File: src/rtl/intc_pkg.sv
package intc_pkg;

  typedef enum logic [1:0] {
    SW_NONE = 2'd0,
    SW_VEC  = 2'd1,
    SW_NMI  = 2'd2,
    SW_TRAP = 2'd3
  } sw_cmd_e;

  typedef enum logic [1:0] {
    K_MASK = 2'd0,
    K_NMI  = 2'd1,
    K_VEC  = 2'd2,
    K_TRAP = 2'd3
  } take_kind_e;

  localparam int unsigned NMI_VECTOR  = 32'h24;
  localparam int unsigned TRAP_VECTOR = 32'h22;

  // vector address of maskable core line k
  function automatic int unsigned line_vector(int unsigned k);
    return 2 * (k + 1);
  endfunction

  // core line that peripheral event j is folded onto
  function automatic int unsigned periph_line(int unsigned j, int unsigned n_ext,
                                              int unsigned n_lines);
    return n_ext + (j % (n_lines - n_ext));
  endfunction

endpackage

File: src/rtl/intc_nmi_edge.sv
module intc_nmi_edge #(
  parameter int unsigned STAGES = 2
) (
  input  logic clk,
  input  logic rst_n,
  input  logic nmi_n,
  output logic nmi_fall
);
  logic [STAGES-1:0] sync_q;
  logic              last_q;

  always_ff @(posedge clk or negedge rst_n) begin
    if (!rst_n) begin
      sync_q <= '1;
      last_q <= 1'b1;
    end else begin
      sync_q <= {sync_q[STAGES-2:0], nmi_n};
      last_q <= sync_q[STAGES-1];
    end
  end

  assign nmi_fall = last_q & ~sync_q[STAGES-1];
endmodule

File: src/rtl/intc_line_gate.sv
module intc_line_gate import intc_pkg::*; #(
  parameter int unsigned N_EXT   = 4,
  parameter int unsigned N_PER   = 8,
  parameter int unsigned N_LINES = 6
) (
  input  logic               clk,
  input  logic               rst_n,
  input  logic [N_EXT-1:0]   ext_req,
  input  logic [N_EXT-1:0]   ext_en,
  input  logic [N_PER-1:0]   per_req,
  input  logic [N_PER-1:0]   per_en,
  input  logic [N_LINES-1:0] clr_line,
  output logic [N_LINES-1:0] pend
);
  // which peripheral events fold onto line k
  function automatic logic [N_PER-1:0] lane_mask(int unsigned k);
    logic [N_PER-1:0] m;
    m = '0;
    for (int unsigned j = 0; j < N_PER; j++)
      m[j] = (periph_line(j, N_EXT, N_LINES) == k);
    return m;
  endfunction

  logic [N_PER-1:0]   per_hit;
  logic [N_LINES-1:0] raw;

  assign per_hit = per_req & per_en;

  for (genvar k = 0; k < N_LINES; k++) begin : g_line
    localparam logic [N_PER-1:0] PMASK = lane_mask(k);
    if (k < N_EXT) begin : g_ext
      assign raw[k] = (ext_req[k] & ext_en[k]) | (|(per_hit & PMASK));
    end else begin : g_per
      assign raw[k] = |(per_hit & PMASK);
    end
  end

  always_ff @(posedge clk or negedge rst_n) begin
    if (!rst_n) pend <= '0;
    else        pend <= (pend & ~clr_line) | raw;
  end
endmodule

File: src/rtl/intc_pick.sv
module intc_pick #(
  parameter int unsigned N  = 6,
  parameter int unsigned IW = 3
) (
  input  logic [N-1:0]  elig,
  output logic          found,
  output logic [IW-1:0] idx
);
  // lowest index wins: scan downward so the last hit is the lowest
  always_comb begin
    found = 1'b0;
    idx   = '0;
    for (int i = N - 1; i >= 0; i--) begin
      if (elig[i]) begin
        found = 1'b1;
        idx   = IW'(i);
      end
    end
  end
endmodule

File: src/rtl/dual_mask_intc.sv
module dual_mask_intc import intc_pkg::*; #(
  parameter int unsigned N_EXT    = 4,
  parameter int unsigned N_PER    = 8,
  parameter int unsigned N_LINES  = 6,
  parameter int unsigned VEC_W    = 8,
  parameter int unsigned NMI_SYNC = 2
) (
  input  logic               clk,
  input  logic               rst_n,
  input  logic [N_EXT-1:0]   ext_req,
  input  logic [N_EXT-1:0]   ext_en,
  input  logic [N_PER-1:0]   per_req,
  input  logic [N_PER-1:0]   per_en,
  input  logic [N_LINES-1:0] imr,
  input  logic               nmi_n,
  input  logic [1:0]         sw_cmd,
  input  logic [VEC_W-1:0]   sw_vec,
  input  logic               intm_wr,
  input  logic               intm_val,
  input  logic               nmi_ret,
  input  logic               irq_ack,
  output logic               irq_valid,
  output logic [VEC_W-1:0]   irq_vec,
  output logic               intm,
  output logic               nmi_active
);
  localparam int unsigned LINE_W = (N_LINES > 1) ? $clog2(N_LINES) : 1;

  sw_cmd_e cmd;
  assign cmd = sw_cmd_e'(sw_cmd);

  // non-maskable edge
  logic nmi_fall;
  intc_nmi_edge #(.STAGES(NMI_SYNC)) u_nmi (
    .clk(clk), .rst_n(rst_n), .nmi_n(nmi_n), .nmi_fall(nmi_fall)
  );

  // maskable pending flags and first-level gating
  logic [N_LINES-1:0] pend, clr_line, elig;
  intc_line_gate #(.N_EXT(N_EXT), .N_PER(N_PER), .N_LINES(N_LINES)) u_gate (
    .clk(clk), .rst_n(rst_n), .ext_req(ext_req), .ext_en(ext_en),
    .per_req(per_req), .per_en(per_en), .clr_line(clr_line), .pend(pend)
  );

  // second-level gating by the core mask
  assign elig = pend & imr;

  logic              mask_found;
  logic [LINE_W-1:0] mask_idx;
  intc_pick #(.N(N_LINES), .IW(LINE_W)) u_pick (
    .elig(elig), .found(mask_found), .idx(mask_idx)
  );

  // state
  logic              nmi_pend, nmi_act_q, intm_q;
  logic              sw_full;
  take_kind_e        sw_kind;
  logic [VEC_W-1:0]  sw_vec_q;
  logic              valid_q;
  logic [VEC_W-1:0]  vec_q;
  take_kind_e        offer_kind;
  logic [LINE_W-1:0] offer_line;

  // named internal events
  logic ack_take, nmi_ready, start_offer, sw_accept;
  logic              cand_found;
  take_kind_e        cand_kind;
  logic [VEC_W-1:0]  cand_vec;
  logic [LINE_W-1:0] cand_line;

  assign ack_take  = valid_q & irq_ack;
  assign nmi_ready = nmi_pend & ~nmi_act_q;
  assign sw_accept = ~sw_full & ((cmd == SW_VEC) | (cmd == SW_TRAP));

  // class priority: non-maskable, software slot, maskable (third gate: intm)
  always_comb begin
    cand_found = 1'b0;
    cand_kind  = K_MASK;
    cand_vec   = '0;
    cand_line  = '0;
    if (nmi_ready) begin
      cand_found = 1'b1;
      cand_kind  = K_NMI;
      cand_vec   = VEC_W'(NMI_VECTOR);
    end else if (sw_full) begin
      cand_found = 1'b1;
      cand_kind  = sw_kind;
      cand_vec   = sw_vec_q;
    end else if (!intm_q && mask_found) begin
      cand_found = 1'b1;
      cand_kind  = K_MASK;
      cand_vec   = VEC_W'(line_vector(32'(mask_idx)));
      cand_line  = mask_idx;
    end
  end

  assign start_offer = ~valid_q & cand_found;
  assign clr_line    = (ack_take && offer_kind == K_MASK)
                       ? (N_LINES'(1) << offer_line) : '0;

  always_ff @(posedge clk or negedge rst_n) begin
    if (!rst_n) begin
      nmi_pend   <= 1'b0;
      nmi_act_q  <= 1'b0;
      intm_q     <= 1'b1;
      sw_full    <= 1'b0;
      sw_kind    <= K_VEC;
      sw_vec_q   <= '0;
      valid_q    <= 1'b0;
      vec_q      <= '0;
      offer_kind <= K_MASK;
      offer_line <= '0;
    end else begin
      if (nmi_fall || cmd == SW_NMI)            nmi_pend <= 1'b1;
      else if (ack_take && offer_kind == K_NMI) nmi_pend <= 1'b0;

      if (ack_take && offer_kind == K_NMI) nmi_act_q <= 1'b1;
      else if (nmi_ret)                    nmi_act_q <= 1'b0;

      if (ack_take && offer_kind != K_TRAP) intm_q <= 1'b1;
      else if (intm_wr)                     intm_q <= intm_val;

      if (sw_accept) begin
        sw_full  <= 1'b1;
        sw_kind  <= (cmd == SW_VEC) ? K_VEC : K_TRAP;
        sw_vec_q <= (cmd == SW_VEC) ? sw_vec : VEC_W'(TRAP_VECTOR);
      end else if (ack_take && (offer_kind == K_VEC || offer_kind == K_TRAP)) begin
        sw_full <= 1'b0;
      end

      if (start_offer) begin
        valid_q    <= 1'b1;
        vec_q      <= cand_vec;
        offer_kind <= cand_kind;
        offer_line <= cand_line;
      end else if (ack_take) begin
        valid_q <= 1'b0;
      end
    end
  end

  assign irq_valid  = valid_q;
  assign irq_vec    = vec_q;
  assign intm       = intm_q;
  assign nmi_active = nmi_act_q;
endmodule

File: config.mk
export PLATFORM = sky130hd
export DESIGN_NAME = dual_mask_intc
export DESIGN_NICKNAME = d
export VERILOG_FILES = /design/src/rtl/intc_pkg.sv /design/src/rtl/intc_nmi_edge.sv /design/src/rtl/intc_line_gate.sv /design/src/rtl/intc_pick.sv /design/src/rtl/dual_mask_intc.sv
export SDC_FILE = /design/constraint.sdc
export NUM_CORES = 1
export LEC_CHECK = 0
export CAP_MARGIN = 20
export CORE_MARGIN = 8
export CORE_UTILIZATION = 47
export DETAILED_ROUTE_END_ITERATION = 10
export PLACE_DENSITY_LB_ADDON = 0.15
export SETUP_SLACK_MARGIN = 0.1
export SYNTH_ARGS = -nofsm -noshare
export SYNTH_HDL_FRONTEND = slang
export SYNTH_SLANG_ARGS = --single-unit
File: constraint.sdc
create_clock -name clk -period 2.44 [get_ports clk]
set_input_delay 0.366 -clock clk [delete_from_list [all_inputs] [get_ports clk]]
set_output_delay 0.366 -clock clk [all_outputs]
set_load 0.02 [all_outputs]
# Word-level counts from Yosys, hierarchy flattened
# Index checks and enable logic that the tools add are counted.
[word_totals] reg_bits=37 in_bits=47 output_inout_bits=11 wordCells=93
[op_classes] n_addsub=1 n_eq_ne=7 shift=1 muxes=36 bitwise_logic=19 n_reduce_logical=16
[ops] cell="3-bit 2-to-1 mux" n=9
[ops] cell="8-bit 2-to-1 mux" n=3
[ops] cell="1-bit 2-to-1 mux" n=20
[ops] cell="6-bit AND" n=2
[ops] cell="2-bit nonzero test" n=5
[ops] cell="1-bit AND" n=9
[ops] cell="8-bit AND" n=1
[ops] cell="2-bit == test (second input constant)" n=4
[ops] cell="4-bit OR reduction" n=2
[ops] cell="6-bit 2-to-1 mux" n=1
[ops] cell="6-bit NOT" n=1
[ops] cell="6-bit bitwise OR" n=1
[ops] cell="1-bit by 3-bit << shifter with 6-bit output (first input constant)" n=1
[ops] cell="1-bit logical AND" n=5
[ops] cell="5-bit 2-to-1 mux" n=1
[ops] cell="3-bit by 1-bit adder with 4-bit output (second input constant)" n=1
[ops] cell="2-bit by 1-bit == test with 1-bit output (second input constant)" n=2
[ops] cell="2-bit 2-to-1 mux" n=2
[ops] cell="1-bit NOT" n=4
[ops] cell="2-bit logical NOT" n=1
[ops] cell="1-bit logical OR" n=2
[ops] cell="2-bit inequality test (second input constant)" n=1
[ops] cell="1-bit logical NOT" n=1
[ops] cell="1-bit bitwise OR" n=1

# Logic depth before layout (Yosys ltp)
# Gate-level depths: netlist (run 1).
[logic_depth] depth_word=13 depth_mapped=9 ltp_nobuf=9

# Cells and area by module
# From an unflattened synthesis (run 1), not the netlist that was laid out.
[hier_totals] hier_cells=163 area_unflattened_um2=1720.4
[by_module_without_submodules] module="dual_mask_intc" instances=1 cells_per_inst=123 area_each_um2=1317.5 seq_area_each_um2=676.9
[by_module_without_submodules] module="intc_line_gate" instances=1 cells_per_inst=26 area_each_um2=252.7 seq_area_each_um2=150.1
[by_module_without_submodules] module="intc_nmi_edge" instances=1 cells_per_inst=4 area_each_um2=92.6 seq_area_each_um2=78.8
[by_module_without_submodules] module="intc_pick" instances=1 cells_per_inst=10 area_each_um2=57.6 seq_area_each_um2=0.0

# Worst setup path before layout (run 1)
# No wires, ideal clock.
[synth_timing] path_kind="input to register" startpoint="input port imr[4]" endpoint="register vec_q[3], in the netlist irq_vec[3]" setup_ns=0.121 arrival_time_ns=1.553 t_required_ns=2.319 path_slack_ns=0.766 path_stages=9 path_buffers=0 cell_sequence="nand2_1 > a32o_1 > a31oi_1 > inv_1 > ha_1 > nand2_1 > a2bb2oi_1 > o41ai_1 > a22o_1"
[synth_between] elab_chain_cells=11 elab_cells_between_ends=20 classes_between="add/sub (1); mux (16); bitwise (2); reduce/logical (1)"
[synth_rtl] element="start: declaration" line="dual_mask_intc.sv:14" text="input logic [N_LINES-1:0] imr,"
[synth_rtl] element="6-bit AND *" line="dual_mask_intc.sv:46" text="assign elig = pend & imr;"
[synth_rtl] element="parallel branches: the longest is 10 deep, another holds 3-bit by 1-bit adder with 4-bit output"
[synth_rtl] element="end signal: assignment" line="dual_mask_intc.sv:133" text="vec_q <= cand_vec;"
[synth_rtl] element="end: declaration" line="dual_mask_intc.sv:60" text="logic [VEC_W-1:0] vec_q;"
# Every way passes the cells marked *.
# A chain may end at the register's enable or synchronous reset.

# Final worst setup path (run 1)
[layout_timing] startpoint="input port imr[4]" endpoint="register vec_q[2], in the netlist irq_vec[2]"
# The elaborated chain is that of the path after synthesis.

==> reports/results.ini, run 1 <==
[run_status]
outcome = complete, no violations

[global_routing]
grt_pass1_vias = 1491
grt_max_degree = 37
antenna_found_initial = 0
grt.total_usage_pct = 16.23
overflow = 0
grt_pass1_wl_um = 6844

[clock_network]
cts.sinks = 36
ctsResizeCount = 0
cts_setup_buffers = 0
htreeDepth = 2
hold_buffers = 0
clk_latency_ns = 0.34
cts.reportedPaths.clkPinSlew_ns = 0.10
cts_tree = built
cts_made_buffers = 5
cts-root-buf = clkbuf_4
max-clock-path-buffers = 2

[timing]
max_freq_mhz = 501.5
hold_violations = 0
tightest_slew_ns = 0.6457
drv_slew = 0
finalSetupTns_ns = 0
min_period_ns = 1.994
clock_skew_ns = 0.008443
setup_viol = 0
slew_headroom_pct = 56.86
grt_setup_unrepaired = false
period_share_pct = 81.72

[die]
die_h_um = 74.42
coreArea_sq_um = 3311
rows = 21
start_util_pct = 48.45
dieArea_sq_um = 5538
dieWidth_um = 74.42
ios = 58

[detailed_routing]
drc = 0
final_antenna_net_count = 0
first_pass_iters = 4
viasPerCell = 5.336
drt_iter0_markers = 52
avgRoutedWirePerCell_um = 15.53
num_vias = 1414
wl_um = 4116

[synth]
yosysWarnings = 0
ys_seq_elements = 36
syn-cell-area_sq_um = 1604
netlist_instances = 157
synth_nets = 205
synth_cell_types = 35
synth_edf_count = 0
synth_area_per_cell_sq_um = 10.22
yosysSeqAreaShare_pct = 56.47
synthFlopType = dfrtp_1
async_flop_share_pct = 100.0

[setup_path]
cp_slowest_cell = clkdlybuf4s50_1
crit_type = input pin to flop
rrSetupSlack_ns = 0.57
rr_startpoint = u_gate.pend[4]$_DFF_PN0_
slowest_delay_ns = 0.49
critPathMaxFanout = 2
start_kind = input pin
endpoint_kind = flop
critPathLaunch = imr[4]
worst_ep_required_time_ns = 2.65
crit_path_end = irq_vec[2]$_DFFE_PN0P_
crit_chain = clkdlybuf4s50_1 -> nand2_1 -> a32o_1 -> a31oi_1 -> inv_1 -> ha_1 -> a221oi_1 -> o21ai_0
r2r_end = irq_vec[2]$_DFFE_PN0P_
critical_path_arrival_ns = 2.20
reg2regPathDepth = 7

[cells_and_area]
nFillCells = 287
instances_no_fill = 265
nNetsFinal = 266
area_delta_synth_final_pct = 42.67
antenna_cells = 0
final_layout_size_suffix_gt1_share_pct = 9.132

[pwr]
p_per_area_nw_per_um2 = 854.5
ir_drop_mv = 0.5194
p_leak_uw = 0.0009866

[place]
place.gp.congestion = 0.7843
dpl.cell_count = 257
io_buffers = 57
dp_hpwl_um = 3145

[worst_hold_path]
hold_path_class = flop to flop

[flow_run]
maxCapViolations = 0

## synth_stat cells, types with 3 or more instances
cell type | count | area share (%)
nand3_1 | 8 | 2.5
dfrtp_1 | 32 | 50
a22o_1 | 9 | 4.9
a21oi_1 | 4 | 1.2
nor2_1 | 7 | 1.6
o21ai_0 | 17 | 5.3
clkbuf_1 | 3 | 0.70
nand2_1 | 31 | 7.3
dfstp_2 | 4 | 6.6
nand2b_1 | 3 | 1.2
a22oi_1 | 5 | 2.3
a22o_2 | 3 | 1.9
inv_1 | 6 | 1.4
## logic make-up after synthesis
group                      after synthesis  share of synthesized area, %
AOI/OAI and AO/OA                       52                         23.64
adders and majority gates                1                        0.7799
buffers and inverters                   11                         3.120
DFF                                     36                         56.47
and+or+nand+nor                         57                         15.99
## layer usage
layer	up-vias	wire, um	GRT usage (%)
met4	0	81	6.957
met3	9	254	5.795
met1	666	1740	18.68
li1	692	-	-
met5	-	0	0
met2	47	2040	26.52
## state kept, by name (all words and copies together) (netlist names)
signal / cells
sw_kind: 1
nmi_active: 1
offer_line: 3
sw_vec_q: 8
u_gate.pend: 6
irq_vec: 8
sw_full: 1
u_nmi.last_q: 1
irq_valid: 1
intm: 1
offer_kind: 2
u_nmi.sync_q: 2
nmi_pend: 1
## placed cells by master, fill, tap and decap left out, types with 2 or more instances in the layout
master	count
clkbuf_4	5
nor3_1	2
a21oi_1	4
a22oi_1	5
nand3_1	8
nand2b_1	3
nor2_1	7
inv_1	6
nor2b_1	2
dfstp_2	4
nand2_1	31
a22o_1	9
clkbuf_8	2
buf_4	2
o21ai_0	17
o31ai_1	2
dfrtp_1	32
a22o_2	3
clkdlybuf4s50_1	57
## through the flow
step / utilization (%) / power (uW) / hold WS (ns) / worst slack (ns) / instance area, sq um
after floorplan: - / 1296 / 0.07041 / 0.7663 / 1604
after global placement: 67.04 / 1573 / 0.3497 / 0.2157 / 2220
after detailed placement: 67.04 / 1606 / 0.3504 / 0.1668 / 2220
after CTS: 69.12 / 1970 / 0.3656 / 0.4822 / 2288
after global routing: 69.12 / 2091 / 0.3671 / 0.2953 / 2288
final: 69.12 / 1956 / 0.3646 / 0.4460 / 2288
## power by group
group	switching [uW]	internal, uW
Combinational	338	335
Clock	192	170
Sequential	153	768
Total	683	1270
## critical path: cells and delay by family
kind                       cells  cell delay, ns
AOI/OAI and AO/OA              4            0.92
adders and majority gates      1            0.28
buffers and inverters          2            0.56
and+or+nand+nor                1            0.06
## worst min path at each step
stage                                     end                      start  slack [ns]  cells past startpoint
floorplan               irq_valid$_DFFE_PN0P_                      rst_n        0.07                      0
global placement    u_nmi.sync_q[1]$_DFF_PN1_  u_nmi.sync_q[0]$_DFF_PN1_        0.35                      0
detailed placement  u_nmi.sync_q[1]$_DFF_PN1_  u_nmi.sync_q[0]$_DFF_PN1_        0.35                      0
CTS                 u_nmi.sync_q[1]$_DFF_PN1_  u_nmi.sync_q[0]$_DFF_PN1_        0.37                      0
global route        u_nmi.sync_q[1]$_DFF_PN1_  u_nmi.sync_q[0]$_DFF_PN1_        0.37                      0
finish              u_nmi.sync_q[1]$_DFF_PN1_  u_nmi.sync_q[0]$_DFF_PN1_        0.36                      0
## layout make-up
cell class	instances	area, sq um	share of cell area [%]
flip-flops and latches	36	905.9	39.58
multi-input cells	110	648.1	28.32
repair buffers	59	585.6	25.59
clock buffers	8	68.82	3.007
well taps	46	57.56	2.515
inverters	6	22.52	0.9841
(Power assumes the default switching activity.)
==> run 2, diff against run 1 <==
--- a/config.mk
+++ b/config.mk
@@ -7,7 +7,7 @@
 export LEC_CHECK = 0
 export CAP_MARGIN = 20
 export CORE_MARGIN = 8
-export CORE_UTILIZATION = 47
+export CORE_UTILIZATION = 40
 export DETAILED_ROUTE_END_ITERATION = 10
 export PLACE_DENSITY_LB_ADDON = 0.15
 export SETUP_SLACK_MARGIN = 0.1
==> constraint.sdc (replaced) <==
create_clock -name clk -period 1.7 [get_ports clk]
set_input_delay 0.255 -clock clk [delete_from_list [all_inputs] [get_ports clk]]
set_output_delay 0.255 -clock clk [all_outputs]
set_load 0.02 [all_outputs]
==> reports/results.ini, run 2 (synthesis results as in run 1) <==
[run_status]
outcome = complete, no violations

[global_routing]
grt_max_degree = 37  ; unchanged
grt_pass1_wl_um = 7507  ; +9.7%
antenna_found_initial = 0  ; unchanged
overflow = 0  ; unchanged
grt_pass1_vias = 1599  ; +7.2%
grt.total_usage_pct = 15.05  ; -1.2 points

[detailed_routing]
num_vias = 1457  ; +3.0%
drc = 0  ; unchanged
final_antenna_net_count = 0  ; unchanged
drt_iter0_markers = 51  ; -1.9%
wl_um = 4531  ; +10%
first_pass_iters = 5  ; +1
avgRoutedWirePerCell_um = 15.90  ; +2.4%
viasPerCell = 5.112  ; -4.2%

[pwr]
ir_drop_mv = 0.6453  ; +24%
p_int_uw = 2073  ; +63%
p_clk_share_pct = 21.2  ; +2.7 points
p_per_area_nw_per_um2 = 1247  ; +46%
power_switching_uw = 1061  ; +55%
switching_share_pct = 33.85  ; -1.1 points
seqPwrFrac_pct = 42.6  ; -4.5 points
power_frac_comb_pct = 36.2  ; +1.8 points
p_leak_uw = 0.001104  ; +12%

[worst_hold_path]
hold_path_class = input pin to asynchronous set/reset pin

[setup_path]
r2r_end = irq_vec[3]$_DFFE_PN0P_
crit_type = flop to flop
rrSetupSlack_ns = 0.005  ; -0.57 ns
critical_path_arrival_ns = 1.87  ; -0.33 ns
rr_startpoint = u_gate.pend[5]$_DFF_PN0_
worst_ep_required_time_ns = 1.87  ; -0.78 ns
endpoint_kind = flop
start_kind = flop
reg2regPathDepth = 8  ; +1
critPathMaxFanout = 2  ; unchanged

[flow_run]
maxCapViolations = 0  ; unchanged

[clock_network]
cts_tree = built
cts-root-buf = clkbuf_8
cts.sinks = 36  ; unchanged
cts.reportedPaths.clkPinSlew_ns = 0.07  ; -0.03 ns
htreeDepth = 2  ; unchanged
max-clock-path-buffers = 2  ; unchanged
clk_latency_ns = 0.29  ; -0.05 ns
cts_made_buffers = 5  ; unchanged

[die]
dieArea_sq_um = 6292  ; +14%
start_util_pct = 40.69  ; -7.8 points
coreArea_sq_um = 3943  ; +19%
dieWidth_um = 79.33  ; +6.6%
ios = 58  ; unchanged
die_h_um = 79.33  ; +6.6%
rows = 23  ; +9.5%

[cells_and_area]
final_layout_size_suffix_gt1_share_pct = 19.57  ; +10 points
final_common_cell = clkdlybuf4s50_1
post-route-util_pct = 63.76  ; -5.4 points
antenna_cells = 0  ; unchanged
nNetsFinal = 282  ; +6.0%
mostFrequentLayoutCells = clkdlybuf4s50_1 (51), dfrtp_1 (32), nand2_1 (28)
area_delta_synth_final_pct = 56.71

[place]
dp_hpwl_um = 3326  ; +5.7%
place_ws_ns = -0.4148  ; -0.5815 ns
place.gp.congestion = 0.7941  ; +1.2%
io_buffers = 57  ; unchanged

[timing]
hold_violations = 0  ; unchanged
max_freq_mhz = 589.8
clock_skew_ns = 0.005745  ; -0.002698 ns
min_period_ns = 1.695
period_share_pct = 99.73
drv_slew = 0  ; unchanged
slew_headroom_pct = 63.12  ; +6.3 points
grt_setup_unrepaired = true
tightest_slew_ns = 0.5532  ; -0.09256 ns
setup_viol = 0  ; unchanged
fin_ws_ns = 0.004600  ; -0.4414 ns

[run 2: cell count changes in the layout (fill, tap and decap cells not counted), moves of 5 or more]
cell / previous run / this run
buf_4: 2 / 14
dlygate4sd2_1: 0 / 5
clkbuf_4: 5 / 0
clkdlybuf4s50_1: 57 / 51
clkbuf_8: 2 / 7
[run 2: cell type report]
class                      count  area, sq um
inverter                       6        22.52
multi-input combinational    111        708.2
timing repair buffer          74        714.4
tap                           50        62.56
sequential                    36        905.9
clock buffer                   8        100.1
fill                         311         1429
[run 2: per-stage QoR]
step	area (sq um)	hold slack [ns]	TNS (ns)	total power [uW]	cells
2_1_floorplan	1607	-0.04059	0	1861	157
3_3_place_gp	2315	0.3485	-2.219	2339	271
3_5_place_dp	2315	0.3476	-2.666	2373	271
4_1_cts	2480	0.3471	-0.04298	3119	283
5_1_grt	2514	0.3438	-0.05985	3328	285
6_report	2514	0.3304	0	3135	285
[run 2: metal layers]
layer,GRT usage (%),part of all wire [%]
met5,0,0
met4,6.852,2.3
met3,4.853,5.1
met2,26.05,50
met1,16.33,42
[run 2: worst max path at each step]
| stage | start | endpoint | cells after the start |
|---|---|---|---|
| 2_1_floorplan | u_gate.pend[4]$_DFF_PN0_ | irq_vec[3]$_DFFE_PN0P_ | 9 |
| 3_3_place_gp | imr[4] | irq_vec[3]$_DFFE_PN0P_ | 10 |
| 3_5_place_dp | imr[4] | irq_vec[3]$_DFFE_PN0P_ | 10 |
| 4_1_cts | u_gate.pend[5]$_DFF_PN0_ | irq_vec[3]$_DFFE_PN0P_ | 8 |
| 5_1_grt | u_gate.pend[4]$_DFF_PN0_ | irq_vec[3]$_DFFE_PN0P_ | 9 |
| 6_report | u_gate.pend[5]$_DFF_PN0_ | irq_vec[3]$_DFFE_PN0P_ | 8 |
[run 2: worst max-delay path, stage by stage (launching register included)]
cell	delay (ns)
dfrtp_1	0.39
a32o_1	0.26
a31oi_2	0.17
inv_2	0.07
ha_4	0.17
nand2_2	0.06
a2bb2oi_2	0.15
o41ai_2	0.10
a22o_1	0.21
[run 2: repair_timing]
item | 4_1_cts | 5_1_grt
pin swaps | 11 | 7
buffers inserted | 4 | 2
setup endpoints to repair | 7 | 10
gates resized for setup | 13 | 7
cloned | 1 | 0
hold buffers | 0 | 0
[run 2: power by group through the flow]
stage / registers [uW] / clock network [uW] / logic [uW]
after floorplan: 1370 / 0 / 490
after CTS: 1330 / 677 / 1110
after detailed placement: 1330 / 0 / 1040
final: 1330 / 665 / 1140
after global routing: 1370 / 716 / 1240
after global placement: 1330 / 0 / 1010
